[config.mk]
export PLATFORM = sky130hd
export DESIGN_NAME = mdb_poll
export DESIGN_NICKNAME = d
export VERILOG_FILES = /design/src/rtl/mdb_pkg.sv /design/src/rtl/mdb_tx.sv /design/src/rtl/mdb_rx.sv /design/src/rtl/mdb_poll.sv
export SDC_FILE = /design/constraint.sdc
export NUM_CORES = 1
export LEC_CHECK = 0
export ABC_CLOCK_PERIOD_IN_PS = 2550
export BUFFER_PORTS_ARGS = -buffer_cell sky130_fd_sc_hd__buf_2
export CORE_MARGIN = 10
export CORE_UTILIZATION = 35
export DETAILED_ROUTE_END_ITERATION = 16
export SETUP_SLACK_MARGIN = 0.2
export SYNTH_ARGS = -nofsm -noshare
export SYNTH_HDL_FRONTEND = slang
export SYNTH_SLANG_ARGS = --single-unit
export TNS_END_PERCENT = 100
[constraint.sdc]
create_clock -name clk -period 2.55 [get_ports clk]
set_input_delay 0.255 -clock clk [delete_from_list [all_inputs] [get_ports clk]]
set_output_delay 0.255 -clock clk [all_outputs]
set_load 0.01 [all_outputs]
[src/rtl/mdb_pkg.sv]
package mdb_pkg;
    typedef enum logic [1:0] {P_CALL, P_SEND, P_WIN} poll_st_e;
    typedef enum logic [1:0] {R_IDLE, R_START, R_DATA, R_STOP} rx_st_e;
endpackage

[src/rtl/mdb_tx.sv]
module mdb_tx #(
    parameter int BIT_CYC = 256
) (
    input  logic       clk,
    input  logic       rst_n,
    input  logic       start,
    input  logic [8:0] payload,
    output logic       txd,
    output logic       busy,
    output logic       done
);
    localparam int CW = $clog2(BIT_CYC);

    typedef struct packed {
        logic          busy;
        logic [10:0]   sh;
        logic [CW-1:0] cnt;
        logic [3:0]    idx;
    } tx_t;

    tx_t r_d, r_q;
    logic bit_end;

    always_comb begin
        r_d     = r_q;
        bit_end = (r_q.cnt == CW'(BIT_CYC - 1));
        done    = r_q.busy && bit_end && (r_q.idx == 4'd10);
        if (!r_q.busy) begin
            if (start) begin
                r_d.busy = 1'b1;
                r_d.sh   = {1'b1, payload, 1'b0};
                r_d.cnt  = '0;
                r_d.idx  = '0;
            end
        end else if (bit_end) begin
            r_d.cnt = '0;
            if (r_q.idx == 4'd10) begin
                r_d.busy = 1'b0;
            end else begin
                r_d.sh  = {1'b1, r_q.sh[10:1]};
                r_d.idx = r_q.idx + 4'd1;
            end
        end else begin
            r_d.cnt = r_q.cnt + CW'(1);
        end
    end

    always_ff @(posedge clk or negedge rst_n) begin
        if (!rst_n) r_q <= '{busy: 1'b0, sh: '1, cnt: '0, idx: '0};
        else        r_q <= r_d;
    end

    assign txd  = r_q.busy ? r_q.sh[0] : 1'b1;
    assign busy = r_q.busy;

    assert_no_start_busy_R3: assert property (@(posedge clk) disable iff (!rst_n)
        start |-> !r_q.busy) else $error("call started while transmitter busy");
endmodule

[src/rtl/mdb_rx.sv]
module mdb_rx
    import mdb_pkg::*;
#(
    parameter int BIT_CYC = 256,
    parameter int OVS     = 16
) (
    input  logic       clk,
    input  logic       rst_n,
    input  logic       rxd,
    output logic       busy,
    output logic       ch_valid,
    output logic [8:0] ch
);
    localparam int TICK = BIT_CYC / OVS;
    localparam int DW   = (TICK > 1) ? $clog2(TICK) : 1;
    localparam int OW   = $clog2(OVS);
    localparam int HALF = OVS / 2;

    typedef struct packed {
        logic          s1;
        logic          s2;
        rx_st_e        st;
        logic [DW-1:0] div;
        logic [OW-1:0] ovs;
        logic [3:0]    idx;
        logic [8:0]    sh;
        logic          valid;
    } rx_t;

    rx_t r_d, r_q;
    logic tick;

    always_comb begin
        r_d       = r_q;
        r_d.s1    = rxd;
        r_d.s2    = r_q.s1;
        r_d.valid = 1'b0;
        tick      = (r_q.div == DW'(TICK - 1));
        if (r_q.st != R_IDLE) r_d.div = tick ? '0 : r_q.div + DW'(1);
        unique case (r_q.st)
            R_IDLE: begin
                r_d.div = '0;
                r_d.ovs = '0;
                if (!r_q.s2) r_d.st = R_START;
            end
            R_START: if (tick) begin
                if (r_q.ovs == OW'(HALF - 1)) begin
                    r_d.ovs = '0;
                    r_d.idx = '0;
                    r_d.st  = r_q.s2 ? R_IDLE : R_DATA;
                end else r_d.ovs = r_q.ovs + OW'(1);
            end
            R_DATA: if (tick) begin
                if (r_q.ovs == OW'(OVS - 1)) begin
                    r_d.ovs = '0;
                    r_d.sh  = {r_q.s2, r_q.sh[8:1]};
                    if (r_q.idx == 4'd8) r_d.st = R_STOP;
                    else                 r_d.idx = r_q.idx + 4'd1;
                end else r_d.ovs = r_q.ovs + OW'(1);
            end
            R_STOP: if (tick) begin
                if (r_q.ovs == OW'(OVS - 1)) begin
                    r_d.valid = r_q.s2;
                    r_d.st    = R_IDLE;
                end else r_d.ovs = r_q.ovs + OW'(1);
            end
            default: r_d.st = R_IDLE;
        endcase
    end

    always_ff @(posedge clk or negedge rst_n) begin
        if (!rst_n) r_q <= '{s1: 1'b1, s2: 1'b1, st: R_IDLE, div: '0, ovs: '0,
                             idx: '0, sh: '0, valid: 1'b0};
        else        r_q <= r_d;
    end

    assign busy     = (r_q.st != R_IDLE);
    assign ch_valid = r_q.valid;
    assign ch       = r_q.sh;

    assert_char_ends_frame_R5: assert property (@(posedge clk) disable iff (!rst_n)
        r_q.valid |-> (r_q.st == R_IDLE) && $past(r_q.st == R_STOP))
        else $error("character strobe outside stop phase");
endmodule

[src/rtl/mdb_poll.sv]
module mdb_poll
    import mdb_pkg::*;
#(
    parameter int BIT_CYC  = 256,
    parameter int OVS      = 16,
    parameter int WIN_CYC  = 1600,
    parameter int NUM_ADDR = 31,
    localparam int AW      = $clog2(NUM_ADDR + 1)
) (
    input  logic          clk,
    input  logic          rst_n,
    input  logic          rxd,
    output logic          txd,
    output logic          drv_en,
    output logic          rx_valid,
    output logic [7:0]    rx_data,
    output logic [AW-1:0] rx_addr,
    output logic          proto_err
);
    localparam int WW = $clog2(WIN_CYC + 1);

    typedef struct packed {
        poll_st_e      st;
        logic [AW-1:0] addr;
        logic [WW-1:0] wcnt;
        logic          valid;
        logic [7:0]    data;
        logic [AW-1:0] tag;
        logic          err;
    } poll_t;

    poll_t p_d, p_q;
    logic       tx_start, tx_busy, tx_done;
    logic       rx_busy, ch_valid;
    logic [8:0] ch;
    logic [8:0] call_char;

    assign call_char = {1'b1, 8'(p_q.addr)};
    assign tx_start  = (p_q.st == P_CALL);

    mdb_tx #(.BIT_CYC(BIT_CYC)) u_tx (
        .clk(clk), .rst_n(rst_n), .start(tx_start), .payload(call_char),
        .txd(txd), .busy(tx_busy), .done(tx_done)
    );

    mdb_rx #(.BIT_CYC(BIT_CYC), .OVS(OVS)) u_rx (
        .clk(clk), .rst_n(rst_n), .rxd(rxd),
        .busy(rx_busy), .ch_valid(ch_valid), .ch(ch)
    );

    always_comb begin
        p_d       = p_q;
        p_d.valid = 1'b0;
        p_d.err   = 1'b0;
        unique case (p_q.st)
            P_CALL: p_d.st = P_SEND;
            P_SEND: if (tx_done) begin
                p_d.st   = P_WIN;
                p_d.wcnt = '0;
            end
            P_WIN: begin
                if (ch_valid) begin
                    p_d.wcnt = '0;
                    if (ch[8]) p_d.err = 1'b1;
                    else begin
                        p_d.valid = 1'b1;
                        p_d.data  = ch[7:0];
                        p_d.tag   = p_q.addr;
                    end
                end else if (rx_busy) begin
                    p_d.wcnt = '0;
                end else if (p_q.wcnt == WW'(WIN_CYC - 1)) begin
                    p_d.st   = P_CALL;
                    p_d.addr = (p_q.addr == AW'(NUM_ADDR)) ? AW'(1) : p_q.addr + AW'(1);
                end else begin
                    p_d.wcnt = p_q.wcnt + WW'(1);
                end
            end
            default: p_d.st = P_CALL;
        endcase
    end

    always_ff @(posedge clk or negedge rst_n) begin
        if (!rst_n) p_q <= '{st: P_CALL, addr: AW'(1), wcnt: '0, valid: 1'b0,
                             data: '0, tag: '0, err: 1'b0};
        else        p_q <= p_d;
    end

    assign drv_en    = tx_busy;
    assign rx_valid  = p_q.valid;
    assign rx_data   = p_q.data;
    assign rx_addr   = p_q.tag;
    assign proto_err = p_q.err;

    assert_addr_range_R2: assert property (@(posedge clk) disable iff (!rst_n)
        (p_q.addr != '0) && (p_q.addr <= AW'(NUM_ADDR))) else $error("station out of range");
    assert_drv_off_in_window_R3: assert property (@(posedge clk) disable iff (!rst_n)
        (p_q.st == P_WIN) |-> !drv_en) else $error("driver on during reply window");
    assert_strobe_in_window_R8: assert property (@(posedge clk) disable iff (!rst_n)
        (rx_valid || proto_err) |-> $past(p_q.st == P_WIN)) else $error("strobe outside window");
    assert_strobes_exclusive_R6: assert property (@(posedge clk) disable iff (!rst_n)
        !(rx_valid && proto_err)) else $error("data and error strobe together");
endmodule

==> results of run 1 <==
[synthesized netlist by cell type (7+ instances only)]
cell type and count:
buf_4 13, nand3b_1 7, dfstp_2 14, nand2_1 77, dfrtp_1 69, ha_1 13
nand2b_1 11, and3_1 8, nor2_1 10, o31ai_1 7, clkbuf_1 11, a21oi_1 10
inv_1 13, o21ai_0 25, mux2_2 11, nand3_1 16
[worst min path at each step]
stage | endpoint | cells past startpoint
3_5_place_dp | u_tx.r_q[9] | 1
2_1_floorplan | call_char[1] | 0
6_report | u_rx.r_d[24] | 1
5_1_grt | u_rx.r_d[24] | 1
4_1_cts | u_rx.r_d[24] | 1
3_3_place_gp | u_tx.r_q[7] | 1
[logic make-up (layout without fill, tap and decap cells)]
kind of cell	count (synthesis)	in the layout	synth area share, %
DFF	83	83	49.9
buffers and inverters	46	58	5.78
adders and majority gates	13	13	3.87
and+or+nand+nor	169	169	21.2
xor gates and xnor gates	8	8	1.67
muxes	15	15	3.90
AOI/OAI and AO/OA	84	84	13.7
[cells in the final DEF (no fill, tap or decap), types with 9 or more instances in the layout]
cell,instances
inv_1,13
nor2_1,10
dfrtp_1,69
buf_2,18
mux2_2,11
nand2b_1,11
nand3_1,16
o21ai_0,25
dfstp_2,14
a21oi_1,10
clkbuf_16,9
nand2_1,77
buf_4,10
ha_1,13
[power by group]
group          internal [uW]  total [uW]  switching (uW)
clock                    690        1200             514
sequential              1320        1320            1.48
combinational           5.66        31.7            26.0
total                   2020        2560             542
[what timing repair did]
item / CTS / global route
buffers inserted: 0 / 0
gates resized for setup: 0 / 1
hold endpoints to repair: 42 / 0
setup endpoints to repair: 0 / 9
hold buffers: 1 / 0
[per-stage QoR]
step	power, uW	utilization (%)
2_1_floorplan	1350	-
3_3_place_gp	1380	37.6
3_5_place_dp	1380	37.6
4_1_cts	2600	40.1
5_1_grt	2660	40.1
6_report	2560	40.1
[layer usage]
layer | vias to the layer above | share of wire, % | GRT usage [%]
met5 | - | 0 | 0
met4 | 0 | 0.93 | 2.45
met3 | 8 | 3.1 | 2.69
met2 | 30 | 48 | 17.0
met1 | 1437 | 48 | 12.3
li1 | 1487 | - | -
[registers in the layout (all words and copies together), names as in the netlist]
signal and count:
rx_data 8, u_rx.r_q 15, p_q 13, u_rx.ch 9
rx_addr 5, u_tx.busy 1, rx_valid 1, u_rx.ch_valid 1
proto_err 1, call_char 5, u_rx.r_d 1, u_tx.r_q 23
[area by class of cell]
cell class                 instances  area (um2)  area share [%]
clock buffer                      11         243            5.23
timing repair buffer              29         175            3.77
inverter                          13        48.8            1.05
tap                              143         179            3.85
sequential                        83        2090            45.1
multi-input combinational        289        1870            40.2
clock inverter                     5        36.3           0.781
==> out/qor.yml, run 1 <==
track_usage_pct: 9.97
wl_per_cell_um: 13.9
dp_cells: 556
vias: 2962
maxCapViolCount: 0
gp_congestion: 0.844
crit_path_start_kind: "flop"
cp.arrival_ps: 2340
rsz0062_at_grt: "false"
path_buf_inv: 1
crit_fanout: 12
synth_cell_types: 56
synth_warnings: 0
fin_crit_sh_pct: 81.7
worstHoldStart: "rxd"
status: "finished clean"
synth_edf_count: 0
crit_required_ps: 2800
design_area_um2: 4640
synth.area.top_cells: "dfrtp_1 41%, dfstp_2 8.8%, nand2_1 6.9%"
tightest_slew_ps: 695
first_iter_violations: 245
cellPowerDensity_nw_per_um2: 551
dieArea_um2: 16800
crit_start: "u_tx.r_q[4]"
synth-seq-cells: 83
layout.nets: 441
port_buffers: 19
drc: 0
path_cells: "ha_1, and4_1, a31oi_1, buf_4, or4_1, mux2i_1"
grt_pass1_vias: 2940
placed_area_um2: 4350
vias_per_cell: 5.17
critical_path_class: "flop to flop"
numCtsBuffers: 9
fp.dieH_um: 130
min_period_ps: 2080
yosys.area.top_type: "dfrtp_1"
initial_core_util_pct: 36.3
dp_hpwl_um: 5590
endpoint: "p_q[22]"
drt_pass1_iterations: 4
leakage_uw: 0.00216
cpMaxStageDelayCell: "or4_1"
cts_root_buf: "clkbuf_16"
max_slew_margin_pct: 53.5
cts_num_sinks: 83
final_hold_viol_count: 0
fin_skew_ps: 4.76
ir_worst_vdd_mv: 0.390
grt_overflow: 0
fin_cells: 573
cp.depth: 6
final-setup-viol-count: 0
synth_fp_nets: 434
reg2reg_slack_ps: 470
area_growth_pct: 10.6
whs_ps: 20.2
ys.flop_type: "dfrtp_1"
final-max-slew-violation-count: 0
setup_tns_ps: 0
syn_avg_cell_area_um2: 10.0
max_freq_mhz: 480
cts_tree: "yes"
synthesis.area_um2: 4200
drive_above_1_share_pct: 17.4
cp_slowest_stage_delay_ps: 520
ys_async_sr_fraction_pct: 100
grt_pass1_wl_um: 14000
timing.rr.start: "u_tx.r_q[4]"
reg2reg_depth: 6
die_x_um: 130
clock_path_buffers: 2
hold_path.class: "input pin to flop"
setup_ws_ps: 467
syn-instance-count: 418
crit_family: "simple AND/OR/NAND/NOR gates"
row_count: 39
htreeDepth: 3
reg2reg_to: "p_q[22]"
io_pins: 20
preCtsSetupSlack_ps: 380
antenna_found_initial: 0
grt_max_degree: 49
path_clk_slew_ps: 60
diodes: 0
clkLatencyLatePin_ps: 330
postRouteAntennaNets: 0
netlist.area_leader.share_pct: 41.1
fillers: 1117
ys_seq_area_share_pct: 49.9
wirelength_um: 7960
fp.coreArea_um2: 11600
end_kind: "flop"
No activity file was read; power rests on OpenSTA's default activity.
==> inputs of run 2 (changes only) <==
Settings changed: ABC_AREA from default to 1, ABC_CLOCK_PERIOD_IN_PS 2550 to 2000.
Clock period 2.55 ns to 2 ns, I/O delays scaled along.
==> out/qor.yml, run 2 <==
status: "finished clean"
netlist.area_leader.share_pct: 41.2  # +0.086 points
dp_hpwl_um: 5610  # +0.42%
fp.coreArea_um2: 11600  # unchanged
timing.rr.start: "p_q[31]"
row_count: 39  # unchanged
dp_cells: 654  # +18%
grt_overflow: 0  # unchanged
drc: 0  # unchanged
max_slew_margin_pct: 66.6  # +13 points
wirelength_um: 8150  # +2.4%
hold_path.class: "input pin to async pin"
largest_register_ffs: 23  # unchanged
ys_seq_area_share_pct: 50.0  # +0.10 points
fp.dieH_um: 129  # about the same
cts_num_sinks: 83  # unchanged
synth_cell_types: 30  # -46%
grt_max_degree: 35  # -29%
area_growth_pct: 14.7
cpMaxStageDelayCell: "dfrtp_1"
path_clk_slew_ps: 60  # about the same
ir_worst_vdd_mv: 0.324  # -17%
die_x_um: 129  # about the same
cts_root_buf: "clkbuf_16"
io_pins: 20  # unchanged
port_buffers: 19  # unchanged
diodes: 0  # unchanged
cp.arrival_ps: 1890  # -450 ps
tightest_slew_ps: 499  # -196 ps
drt_pass1_iterations: 4  # unchanged
grt_pass1_wl_um: 14000  # +0.44%
antenna_found_initial: 0  # unchanged
drive_above_1_share_pct: 16.7  # -0.78 points
vias_per_cell: 4.77  # -7.7%
setup_tns_ps: 0  # unchanged
dieArea_um2: 16700  # -0.18%
synthesis.area_um2: 4190  # -0.21%
end_kind: "flop"
postRouteAntennaNets: 0  # unchanged
largest_register: "u_tx.r_q"
synth_most_common_cell: "nand2_1"
synth_common_cells: "146 x nand2_1, 69 x dfrtp_1, 54 x inv_1"
largestRegisters: "u_tx.r_q: 23 flops, u_rx.r_q: 15 flops, p_q: 13 flops"
final-setup-viol-count: 0  # unchanged
layout_common_cells: "146 x nand2_1, 69 x dfrtp_1, 53 x inv_1"
min_period_ps: 1670  # -410 ps
yosys.area.top_type: "dfrtp_1"
endpoint: "rx_addr[2]"
final_hold_viol_count: 0  # unchanged
layout.nets: 551  # +25%
cp_slowest_stage_delay_ps: 400  # -120 ps
synth_edf_count: 0  # unchanged
syn_avg_cell_area_um2: 8.25  # -18%
numCtsBuffers: 9  # unchanged
synth.area.top_cells: "dfrtp_1 41%, nand2_1 13%, dfstp_2 8.8%"
track_usage_pct: 10.1  # +0.11 points
reg2reg_to: "rx_addr[2]"
maxCapViolCount: 0  # unchanged
clkLatencyLatePin_ps: 340  # about the same
crit_fanout: 6  # -6
crit_top_cell: "nand2_1"
clock_path_buffers: 2  # unchanged
crit_start: "p_q[31]"
fin_cells: 683  # +19%
cellPowerDensity_nw_per_um2: 703  # +28%
vias: 3259  # +10%
crit_required_ps: 2220  # -580 ps
leakage_uw: 0.00229  # +6.0%
max_freq_mhz: 598  # +24%
fillers: 1128  # +0.98%
first_iter_violations: 275  # +12%
grt_pass1_vias: 3116  # +6.0%
final-max-slew-violation-count: 0  # unchanged
crit_path_start_kind: "flop"
critical_path_class: "flop to flop"
initial_core_util_pct: 36.2  # -0.076 points
synth-seq-cells: 83  # unchanged
wl_per_cell_um: 11.9  # -14%
reg2reg_depth: 7  # +1
htreeDepth: 3  # unchanged
reg2reg_slack_ps: 330  # -140 ps
rsz0062_at_grt: "false"
gp_congestion: 0.830  # -1.6%
synth_fp_nets: 524  # +21%
path_cells: "inv_1, ha_2, nand2_1, nor2_4, clkinvlp_4, nand2_1, o21ai_0"
ys.flop_type: "dfrtp_1"
synth_warnings: 0  # unchanged
fin_crit_sh_pct: 83.7  # +2.0 points
ys_async_sr_fraction_pct: 100  # unchanged
cts_tree: "yes"
fin_skew_ps: 7.99  # +3.22 ps
syn-instance-count: 508  # +22%
final_common_cell: "nand2_1"
==> run 2: changes by cell type in the layout (fill, tap and decap cells not counted), moves of 8 or more <==
cell	previous run	this run
inv_1	13	53
mux2_2	11	0
and3_1	8	0
o21ai_0	25	48
nand3_1	16	36
nor2_1	10	43
nand2_1	77	146
nand2b_1	11	0
==> run 2: what timing repair did <==
item | in CTS | in global routing
hold buffers | 2 | 0
hold endpoints to repair | 21 | 0
setup endpoints to repair | 1 | 37
gates cloned | 0 | 3
resized for setup | 0 | 10
buffers inserted | 0 | 8
pin swaps | 0 | 3
==> run 2: how the worst min path moves through the flow <==
stage / startpoint / to / cells after the start
global route: u_rx.r_d[24] / u_rx.r_q[24] / 0
floorplan: rst_n / call_char[1] / 0
finish: rst_n / rx_data[1] / 2
global placement: rst_n / rx_data[2] / 1
detailed placement: rst_n / rx_data[2] / 1
CTS: rst_n / rx_data[2] / 2
==> run 2: final cells by class <==
type,count,area [um2],share of cell area [%]
sequential,83,2090,43.6
multi-input combinational,348,1770,36.9
clock buffer,10,229,4.77
timing repair buffer,34,228,4.74
inverter,56,214,4.45
tap,143,179,3.72
clock inverter,6,65.1,1.35
timing repair inverter,3,22.5,0.469
==> run 2: cell families (layout without fill, tap and decap cells) <==
family	Yosys count	after routing	share of synthesized area [%]
buf+inv	77	109	8.54
xor+xnor	12	12	2.51
compound gates	62	62	8.00
fa+ha+maj	13	13	3.88
flops	83	83	50.0
simple gates	261	261	27.1
==> run 2: worst max-delay path, delay by kind of cell (launching register included) <==
family,cells,cell delay [ps]
AND/OR/NAND/NOR,3,520
flip-flops,1,400
buffers and inverters,2,330
adder cells (fa/ha/maj),1,230
AO/OA/AOI/OAI,1,80
==> run 2: metal layers <==
layer  up-vias  part of all wire (%)  GRT usage, %
met5         -                     0             0
met4         0                   1.4          3.97
met3        12                   4.0          2.73
met2        50                    45          16.1
met1      1541                    50          12.7
li1       1656                     -             -
==> run 2: metrics by stage <==
stage          cell area [um2]  total power [uW]  worst slack, ps  utilization, %  hold slack [ps]
2_1_floorplan             4190              1720              524               -            -95.6
3_3_place_gp              4370              1760              278            37.8              164
3_5_place_dp              4370              1760              200            37.8              168
4_1_cts                   4690              3440              195            40.5              342
5_1_grt                   4800              3510              195            41.5              361
6_report                  4800              3380              327            41.5              341
==> run 2: power by group <==
| part | leakage (uW) | internal, uW | switching, uW |
|---|---|---|---|
| clock | 0.000143 | 969 | 681 |
| sequential | 0.00107 | 1680 | 1.15 |
| combinational | 0.00107 | 9.90 | 33.9 |
==> inputs of run 3 (changes only) <==
Settings changed: ABC_AREA 1 to 0, ABC_CLOCK_PERIOD_IN_PS 2000 to 1400.
Clock period 2 ns to 1.4 ns, I/O delays scaled along.
==> out/qor.yml, run 3 (same netlist as run 1, synthesis figures left out) <==
reg2reg_depth: 7  # unchanged
crit_fanout: 4  # -2
drt_pass1_iterations: 4  # unchanged
path_buf_inv: 2  # unchanged
wl_per_cell_um: 15.8  # +32%
cp.depth: 7  # unchanged
fp.dieH_um: 130  # about the same
largest_register: "u_tx.r_q"
dieArea_um2: 16800  # +0.18%
end_kind: "flop"
cellPowerDensity_nw_per_um2: 726  # +3.2%
tightest_slew_ps: 430  # -69.3 ps
drc: 0  # unchanged
critical_path_class: "flop to flop"
grt_pass1_wl_um: 18100  # +29%
grt_pass1_vias: 3721  # +19%
grt_overflow: 0  # unchanged
status: "finished with violations"
ir_worst_vdd_mv: 0.542  # +68%
leakage_uw: 0.00309  # +35%
fin_crit_sh_pct: 129  # +45 points
timing.rr.start: "p_q[31]"
rsz0062_at_grt: "true"
hold_path.class: "input pin to async pin"
clock_path_buffers: 2  # unchanged
numCtsBuffers: 9  # unchanged
maxCapViolCount: 0  # unchanged
cpMaxStageDelayCell: "or4_4"
max_slew_margin_pct: 71.3  # +4.7 points
drive_above_1_share_pct: 56.7  # +40 points
row_count: 39  # unchanged
final-max-slew-violation-count: 0  # unchanged
antenna_found_initial: 0  # unchanged
endpoint: "p_q[22]"
largestRegisters: "u_tx.r_q: 23 flops, u_rx.r_q: 15 flops, p_q: 13 flops"
track_usage_pct: 13.2  # +3.1 points
final_hold_viol_count: 0  # unchanged
layout_common_cells: "87 x buf_4, 68 x dfrtp_1, 58 x nand2_1"
largest_register_ffs: 23  # unchanged
reg2reg_to: "p_q[22]"
wirelength_um: 11200  # +38%
clkLatencyLatePin_ps: 340  # about the same
postRouteAntennaNets: 0  # unchanged
cts_root_buf: "clkbuf_16"
max_freq_mhz: 554  # -7.3%
die_x_um: 130  # about the same
area_growth_pct: 62.0
first_iter_violations: 170  # -38%
crit_path_start_kind: "flop"
cts_num_sinks: 83  # unchanged
path_clk_slew_ps: 70  # about the same
cp_slowest_stage_delay_ps: 520  # +120 ps
fp.coreArea_um2: 11600  # unchanged
min_period_ps: 1810  # +132 ps
setup_tns_ps: -13160  # -13160 ps
violations: "negative setup slack"
vias: 3708  # +14%
reg2reg_slack_ps: -410  # -730 ps
setup_ws_ps: -405  # -732 ps
crit_start: "p_q[31]"
crit_required_ps: 1670  # -550 ps
cp.arrival_ps: 2070  # +180 ps
io_pins: 20  # unchanged
final-setup-viol-count: 72  # +72
htreeDepth: 3  # unchanged
path_cells: "inv_2, ha_4, nor4b_4, and4_4, buf_6, or4_4, mux2i_1"
layout.nets: 579  # +5.1%
initial_core_util_pct: 36.3  # +0.076 points
dp_hpwl_um: 6740  # +20%
finalPower_uw: 4940  # +46%
fillers: 901  # -20%
port_buffers: 19  # unchanged
vias_per_cell: 5.22  # +9.3%
fin_skew_ps: 7.94  # -0.0437 ps
cts_tree: "yes"
diodes: 0  # unchanged
grt_max_degree: 35  # unchanged
crit_family: "simple AND/OR/NAND/NOR gates"
final_common_cell: "buf_4"
gp_congestion: 0.825  # -0.60%
run 3: cell types whose count changed in the layout (fill, tap and decap cells not counted), sizes merged, moves of 7 or more:
cell | previous run | this run
nand2b | 0 | 11
nor2 | 54 | 10
inv | 56 | 13
nand2 | 151 | 77
nand3 | 39 | 16
o21ai | 49 | 26
mux2 | 0 | 11
and3 | 0 | 10
o31ai | 0 | 7
buf | 32 | 161
run 3: how the worst min path moves through the flow:
stage	startpoint	endpoint	slack, ps
2_1_floorplan	rst_n	call_char[1]	-160
3_3_place_gp	rst_n	u_tx.r_q[6]	80
3_5_place_dp	rst_n	u_tx.r_q[6]	80
4_1_cts	rst_n	u_tx.r_q[7]	270
5_1_grt	rst_n	u_tx.r_q[7]	280
6_report	rst_n	u_tx.r_q[8]	260
run 3: final cells by class:
cell class | count | area, um2 | area share, %
inverter | 13 | 66.3 | 0.975
clock inverter | 6 | 71.3 | 1.05
timing repair inverter | 1 | 7.51 | 0.110
timing repair buffer | 164 | 1550 | 22.8
sequential | 83 | 2100 | 30.8
multi-input combinational | 291 | 2590 | 38.1
clock buffer | 10 | 239 | 3.51
tap | 143 | 179 | 2.63
run 3: worst register-to-register path: stages (launching register included):
cell and delay (ps):
dfrtp_1 370, inv_2 70, ha_4 160, nor4b_4 140, and4_4 200, buf_6 130, or4_4 520, mux2i_1 140
run 3: report_power, final:
part / internal (uW) / switching [uW]
Combinational: 18.0 / 50.2
Sequential: 2410 / 2.51
Clock: 1450 / 1020
Total: 3870 / 1070
run 3: metrics by stage:
stage                     instance area (um2)  setup WS [ps]  hold slack (ps)  util [%]  instances
final                                    6800           -405              257      58.8        711
after global routing                     6800           -504              281      58.8        711
after CTS                                6210           -358              267      53.7        693
after detailed placement                 5310           -505             83.9      45.9        645
after global placement                   5310           -421             81.6      45.9        645
after floorplan                          4540           -471             -156         -        418
run 3: what timing repair did:
| item | 4_1_cts | 5_1_grt |
|---|---|---|
| gates resized for setup | 71 | 105 |
| pin swaps | 50 | 54 |
| endpoints found under the setup margin | 78 | 81 |
| buffers inserted | 24 | 18 |
| hold endpoints to repair | 18 | 0 |
| hold buffers | 2 | 0 |
| cloned | 6 | 0 |
run 3: per-layer routing:
| metal | share of wire, % | vias to the layer above | GRT usage [%] |
|---|---|---|---|
| met2 | 51 | 42 | 22.1 |
| li1 | - | 1781 | - |
| met5 | 0 | - | 0 |
| met1 | 45 | 1873 | 16.6 |
| met4 | 0.91 | 0 | 3.04 |
| met3 | 2.7 | 12 | 3.55 |
